### src/rtl/int_logic_pkg.sv
package int_logic_pkg;
   typedef enum logic [3:0] {
      LOP_AND   = 4'd0,
      LOP_ANDC  = 4'd1,
      LOP_NAND  = 4'd2,
      LOP_NOR   = 4'd3,
      LOP_EQV   = 4'd4,
      LOP_ANDI  = 4'd5,
      LOP_ANDIS = 4'd6,
      LOP_CLZ   = 4'd7,
      LOP_EXTB  = 4'd8,
      LOP_EXTH  = 4'd9
   } lop_e;

   typedef enum logic [1:0] {
      RSEL_LOGIC = 2'd0,
      RSEL_CLZ   = 2'd1,
      RSEL_EXT   = 2'd2,
      RSEL_NONE  = 2'd3
   } rsel_e;
endpackage

### src/rtl/lu_bitwise.sv
module lu_bitwise
   import int_logic_pkg::*;
#(
   parameter int WIDTH = 32
) (
   input  lop_e             op_i,
   input  logic [WIDTH-1:0] a_i,
   input  logic [WIDTH-1:0] b_i,
   output logic [WIDTH-1:0] y_o
);
   always_comb begin
      unique case (op_i)
         LOP_AND, LOP_ANDI, LOP_ANDIS: y_o = a_i & b_i;
         LOP_ANDC: y_o = a_i & ~b_i;
         LOP_NAND: y_o = ~(a_i & b_i);
         LOP_NOR:  y_o = ~(a_i | b_i);
         LOP_EQV:  y_o = ~(a_i ^ b_i);
         default:  y_o = '0;
      endcase
   end
endmodule

### src/rtl/lu_clz.sv
module lu_clz #(
   parameter int WIDTH    = 32,
   parameter bit USE_TREE = 1'b1,
   localparam int LEVELS  = $clog2(WIDTH),
   localparam int CNT_W   = LEVELS + 1
) (
   input  logic [WIDTH-1:0] x_i,
   output logic [CNT_W-1:0] cnt_o
);
   if (WIDTH < 2) begin : g_bad_width
      $error("lu_clz: WIDTH must be at least 2");
   end

   if (USE_TREE) begin : g_tree
      if ((1 << LEVELS) != WIDTH) begin : g_bad_pow2
         $error("lu_clz: tree variant needs a power-of-two WIDTH");
      end
      logic [WIDTH-1:0]  stage [0:LEVELS];
      logic [LEVELS-1:0] zbits;
      assign stage[0] = x_i;
      for (genvar g = 0; g < LEVELS; g++) begin : g_lvl
         localparam int K    = LEVELS - 1 - g;
         localparam int SPAN = 1 << K;
         assign zbits[K]     = (stage[g][WIDTH-1 -: SPAN] == '0);
         assign stage[g+1]   = zbits[K] ? (stage[g] << SPAN) : stage[g];
      end
      assign cnt_o = {1'b0, zbits} + CNT_W'(!stage[LEVELS][WIDTH-1]);
   end else begin : g_scan
      always_comb begin
         cnt_o = CNT_W'(WIDTH);
         for (int i = 0; i < WIDTH; i++) begin
            if (x_i[i]) cnt_o = CNT_W'(WIDTH - 1 - i);
         end
      end
   end

   always_comb begin

      clz_zero_chk: assert ((int'(cnt_o) == WIDTH) == (x_i == '0))
         else $error("clz count and zero word disagree");
      if (int'(cnt_o) < WIDTH) begin

         clz_lead_chk: assert (x_i[WIDTH - 1 - int'(cnt_o)])
            else $error("clz count does not point at a set bit");
      end
   end
endmodule

### src/rtl/lu_sext.sv
module lu_sext #(
   parameter int WIDTH  = 32,
   parameter int FROM_W = 8
) (
   input  logic [FROM_W-1:0] x_i,
   output logic [WIDTH-1:0]  y_o
);
   if (FROM_W < 1 || FROM_W >= WIDTH) begin : g_bad
      $error("lu_sext: FROM_W must lie in 1..WIDTH-1");
   end

   assign y_o = {{(WIDTH-FROM_W){x_i[FROM_W-1]}}, x_i};

   always_comb begin

      sext_fill_chk: assert ((&y_o[WIDTH-1:FROM_W-1]) || !(|y_o[WIDTH-1:FROM_W-1]))
         else $error("sign fill is not uniform");
   end
endmodule

### src/rtl/lu_cr0.sv
module lu_cr0 #(
   parameter int WIDTH = 32
) (
   input  logic [WIDTH-1:0] res_i,
   input  logic             so_i,
   output logic [3:0]       cr_o
);
   logic neg, zero;
   assign neg  = res_i[WIDTH-1];
   assign zero = (res_i == '0);
   assign cr_o = {neg, !neg && !zero, zero, so_i};

   always_comb begin

      cr0_onehot_chk: assert ($onehot(cr_o[3:1]))
         else $error("condition field must flag exactly one of LT/GT/EQ");
   end
endmodule

### src/rtl/int_logic_unit.sv
module int_logic_unit
   import int_logic_pkg::*;
#(
   parameter int WIDTH    = 32,
   parameter int IMM_W    = 16,
   parameter bit CLZ_TREE = 1'b1,
   localparam int CNT_W   = $clog2(WIDTH) + 1
) (
   input  logic [3:0]       op_i,
   input  logic             rec_i,
   input  logic [WIDTH-1:0] src_s_i,
   input  logic [WIDTH-1:0] src_b_i,
   input  logic [IMM_W-1:0] imm_i,
   input  logic             so_i,
   output logic [WIDTH-1:0] result_o,
   output logic             cr0_we_o,
   output logic [3:0]       cr0_o
);
   if (WIDTH != 2 * IMM_W) begin : g_bad_imm
      $error("int_logic_unit: WIDTH must be twice IMM_W");
   end
   if (WIDTH <= 16) begin : g_bad_w
      $error("int_logic_unit: WIDTH must exceed 16 for halfword extension");
   end

   lop_e             op;
   rsel_e            rsel;
   logic             imm_form;
   logic [WIDTH-1:0] opnd_b;
   logic [WIDTH-1:0] logic_y, clz_y, extb_y, exth_y;
   logic [CNT_W-1:0] clz_cnt;

   assign op = lop_e'(op_i);

   always_comb begin
      imm_form = 1'b0;
      case (op)
         LOP_AND, LOP_ANDC, LOP_NAND, LOP_NOR, LOP_EQV: rsel = RSEL_LOGIC;
         LOP_ANDI, LOP_ANDIS: begin
            rsel     = RSEL_LOGIC;
            imm_form = 1'b1;
         end
         LOP_CLZ:            rsel = RSEL_CLZ;
         LOP_EXTB, LOP_EXTH: rsel = RSEL_EXT;
         default:            rsel = RSEL_NONE;
      endcase
   end

   always_comb begin
      case (op)
         LOP_ANDI:  opnd_b = {{IMM_W{1'b0}}, imm_i};
         LOP_ANDIS: opnd_b = {imm_i, {IMM_W{1'b0}}};
         default:   opnd_b = src_b_i;
      endcase
   end

   lu_bitwise #(.WIDTH(WIDTH)) i_bitwise (
      .op_i (op),
      .a_i  (src_s_i),
      .b_i  (opnd_b),
      .y_o  (logic_y)
   );

   lu_clz #(.WIDTH(WIDTH), .USE_TREE(CLZ_TREE)) i_clz (
      .x_i   (src_s_i),
      .cnt_o (clz_cnt)
   );
   assign clz_y = WIDTH'(clz_cnt);

   lu_sext #(.WIDTH(WIDTH), .FROM_W(8)) i_extb (
      .x_i (src_s_i[7:0]),
      .y_o (extb_y)
   );

   lu_sext #(.WIDTH(WIDTH), .FROM_W(16)) i_exth (
      .x_i (src_s_i[15:0]),
      .y_o (exth_y)
   );

   always_comb begin
      case (rsel)
         RSEL_LOGIC: result_o = logic_y;
         RSEL_CLZ:   result_o = clz_y;
         RSEL_EXT:   result_o = (op == LOP_EXTB) ? extb_y : exth_y;
         default:    result_o = '0;
      endcase
   end

   assign cr0_we_o = (rsel != RSEL_NONE) && (rec_i || imm_form);

   lu_cr0 #(.WIDTH(WIDTH)) i_cr0 (
      .res_i (result_o),
      .so_i  (so_i),
      .cr_o  (cr0_o)
   );
endmodule

### config.mk
export PLATFORM = sky130hd
export DESIGN_NAME = int_logic_unit
export DESIGN_NICKNAME = d
export VERILOG_FILES = /design/src/rtl/int_logic_pkg.sv /design/src/rtl/lu_bitwise.sv /design/src/rtl/lu_clz.sv /design/src/rtl/lu_sext.sv /design/src/rtl/lu_cr0.sv /design/src/rtl/int_logic_unit.sv
export SDC_FILE = /design/constraint.sdc
export NUM_CORES = 1
export LEC_CHECK = 0
export BUFFER_PORTS_ARGS = -buffer_cell sky130_fd_sc_hd__buf_2
export CAP_MARGIN = 25
export CORE_AREA = 4 4 130 95
export DETAILED_ROUTE_END_ITERATION = 6
export DIE_AREA = 0 0 134 99
export PLACE_DENSITY_LB_ADDON = 0.25
export RECOVER_POWER = 100
export SYNTH_ARGS = -nofsm -noshare
export SYNTH_HDL_FRONTEND = slang
export SYNTH_HIERARCHICAL = 1
export SYNTH_SLANG_ARGS = --single-unit
### constraint.sdc
create_clock -name vclk -period 5.8
set_clock_uncertainty 0.2 [all_clocks]
set_input_delay 1.16 -clock vclk [all_inputs]
set_output_delay 1.16 -clock vclk [all_outputs]
set_load 0.03 [all_outputs]
==> insert_results.sql <==
INSERT INTO impl_metrics (metric_group, metric, value, unit) VALUES
('logic_synthesis', 'synth-adder-area-share', '22.2', '%'),
('cells_and_area', 'num-clock-buffers', '0', ''),
('clock_network', 'holdBufCountCts', '0', ''),
('floorplan', 'floorplan.rows', '32', ''),
('setup_path', 'critPathLaunchType', 'input pin', ''),
('cells_and_area', 'sequential_cell_area', '0', 'um2'),
('min_path', 'holdPathStages', '0', ''),
('setup_path', 'cp.arrival', '4.25', 'ns'),
('power', 'total_leakage_power', '2.79', 'nW'),
('sta', 'slew_at_the_pin_closest_to_its_max_slew_limit', '0.868', 'ns'),
('cells_and_area', 'seq_cells', '0', ''),
('outcome', 'run_status', 'complete, no violations', ''),
('min_path', 'min_delay_worst_endpoint', 'cr0_o[0]', ''),
('logic_synthesis', 'synthesis.area', '5460', 'um2'),
('floorplan', 'die_w', '134', 'um'),
('min_path', 'hold_path_startpoint', 'so_i', ''),
('floorplan', 'ios', '123', ''),
('floorplan', 'die_height', '99', 'um'),
('sta', 'finalCritPeriodShare', '96.7', '%'),
('logic_synthesis', 'synth-xor-area-share', '0.482', '%'),
('logic_synthesis', 'yosys_warnings', '6', ''),
('drt', 'detailedRoute.firstPassIterationCount', '5', ''),
('power', 'p_per_area', '79.1', 'nW/um2'),
('sta', 'fin_hold_ws', '2.12', 'ns'),
('sta', 'period_needed', '5.61', 'ns'),
('logic_synthesis', 'synth_simple_gate_area_share', '20.6', '%'),
('cells_and_area', 'post_route_cells_drive_above_1_share', '18.4', '%'),
('drt', 'postRouteAntennaNets', '0', ''),
('drt', 'vias_per_cell', '6.03', ''),
('floorplan', 'design.die.area', '13300', 'um2'),
('drt', 'vias', '5677', ''),
('sta', 'achievable-frequency', '178', 'MHz'),
('logic_synthesis', 'netlist.top_cell.by_area', 'ha_1', ''),
('logic_synthesis', 'fraction_of_synthesized_cell_area_taken_by_the_top_area_cell_type', '22.2', '%'),
('global_route', 'grt.overflow.total', '0', ''),
('sta', 'slew_headroom', '42.1', '%'),
('cells_and_area', 'number_of_diodes_added_for_antenna_fixing', '0', ''),
('placement', 'detailedPlacementHpwl', '14.2', 'mm'),
('setup_path', 'critPathRequiredTime', '4.44', 'ns'),
('placement', 'placedCellCount', '942', ''),
('logic_synthesis', 'synth_cell_types', '51', ''),
('flow_run', 'max_cap_violations', '0', ''),
('setup_path', 'worst-path-max-fanout', '16', ''),
('global_route', 'initial_antenna_violation_count', '0', ''),
('floorplan', 'floorplan.initialDensity', '49.9', '%'),
('sta', 'slew_violations', '0', ''),
('logic_synthesis', 'synth_compound_area_share', '27.9', '%'),
('logic_synthesis', 'synth_fp_nets', '942', ''),
('setup_path', 'worstSetupEndpointType', 'primary output', ''),
('sta', 'timing_hold_violations_final', '0', ''),
('min_path', 'hold_path_class', 'in -> out', ''),
('logic_synthesis', 'synth.yosys.seq_area_share', '0', '%'),
('drt', 'final_routed_drc_violation_total', '0', ''),
('placement', 'gp_congestion', '0.907', ''),
('floorplan', 'core', '10900', 'um2'),
('placement', 'placement.cell_area', '5670', 'um2'),
('drt', 'final_wirelength', '18.2', 'mm'),
('sta', 'setup_viol', '0', ''),
('global_route', 'grt_max_degree', '139', ''),
('drt', 'final_routed_wire_length_divided_by_cell_count', '19.3', 'um'),
('logic_synthesis', 'synthesis.area_per_instance', '7.19', 'um2'),
('global_route', 'grt_pass1_vias', '5285', ''),
('placement', 'buffer_ports.inserted', '121', ''),
('logic_synthesis', 'mapped_cells', '759', ''),
('power', 'peak_ir_drop_on_the_vdd_network', '56.0', 'uV'),
('cells_and_area', 'net_count_reported_at_finish', '974', ''),
('drt', 'drtIter0Drc', '477', ''),
('global_route', 'grt_first_pass_wirelength', '28.1', 'mm'),
('setup_path', 'critical_path_class', 'in -> out', ''),
('cells_and_area', 'synth_to_layout_area_growth', '3.44', '%'),
('sta', 'final.setup.tns', '0', 'ns'),
('logic_synthesis', 'synth_top_family_by_area', 'compound AO/OA/AOI/OAI gates', ''),
('cells_and_area', 'finish.cell_count_without_fillers', '942', ''),
('cells_and_area', 'final_cell_area', '5640', 'um2'),
('sta', 'grt_setup_unrepaired', 'false', ''),
('global_route', 'grt.total_usage', '25.7', '%'),
('logic_synthesis', 'post_synth_mux_area_share', '8.99', '%'),
('logic_synthesis', 'synth.area.top_cells', 'ha_1, buf_4, mux2i_1', '');
-- worst max-delay path by stage --
stage,startpoint,end,slack [ns],depth (start not counted)
floorplan,src_s_i[6],cr0_o[2],0.27,14
global placement,src_s_i[6],cr0_o[2],0.30,16
detailed placement,src_s_i[6],cr0_o[2],0.16,16
CTS,src_s_i[6],cr0_o[2],0.14,16
global route,src_s_i[6],cr0_o[2],0.006,16
finish,op_i[1],cr0_o[2],0.19,15
-- cell type report --
type               instances  area, um2
repair buffers           151        822
inverters                 67        251
well taps                153        191
fillers                 1126       5290
multi-input cells        571       4380
-- worst max-delay path, cell delays in order --
cell	delay (ns)
buf_2	0.15
and4bb_2	0.39
buf_4	0.28
a22o_1	0.22
inv_1	0.07
ha_1	0.26
o21ai_0	0.07
a21oi_1	0.19
o221ai_1	0.19
nand2_1	0.10
o21ai_0	0.12
nor4_1	0.46
nand4_1	0.21
o21ba_1	0.21
buf_2	0.17
-- layer usage --
layer,global-route usage (%),routed length (um),vias up
met3,4.80,1560,10
met1,37.9,8610,2733
met4,2.21,146,0
met2,40.4,7840,202
met5,0,0,-
li1,-,-,2732
-- logic make-up after synthesis --
logic type      after synthesis
compound gates              220
xor+xnor                      3
fa+ha+maj                    97
buf+inv                     188
mux                          49
simple gates                202
-- power breakdown --
| group | internal (mW) | switching [mW] |
|---|---|---|
| logic | 0.162 | 0.284 |
| clock network | 0 | 0 |
| registers | 0 | 0 |
-- per-stage QoR --
stage / util, % / setup WS [ns] / total power [mW]
after CTS: 51.9 / 0.141 / 0.442
after global placement: 51.9 / 0.298 / 0.422
after detailed placement: 51.9 / 0.155 / 0.440
final: 51.6 / 0.189 / 0.447
after global routing: 51.6 / 0.00633 / 0.488
after floorplan: - / 0.270 / 0.326
-- cell usage in the layout (no fill, tap or decap), drive strengths merged, types with 19 or more instances in the layout --
cell,Yosys,layout
a21oi,60,60
a22o,32,32
buf,108,122
clkbuf,13,29
ha,97,97
inv,67,67
mux2i,49,49
nand2,54,54
nor2,50,50
nor2b,20,20
nor3,19,19
o21ai,55,55
-- synthesized netlist by cell type, types with 3 or more instances --
cell type and n:
o2bb2ai_1 13, a221oi_2 9, nand4_1 3, nor4_1 11, ha_1 97, a31oi_1 16, nand2_1 53, o211ai_1 5
buf_2 23, xor2_1 3, clkbuf_1 13, a22oi_1 4, nor2_1 49, nor2b_1 20, buf_6 9, a22o_1 32
o221ai_1 15, o21ai_0 54, a21oi_1 60, nor3_1 19, inv_1 67, a221oi_1 4, nand3_1 8, buf_4 75
mux2i_1 49, nor4b_1 5, or4b_1 14
-- repair_timing --
item | CTS | global route
setup buffers | 0 | 0
gates resized for setup | 0 | 4
endpoints found under the setup margin | 0 | 2
No activity file was read; power rests on OpenSTA's default activity.
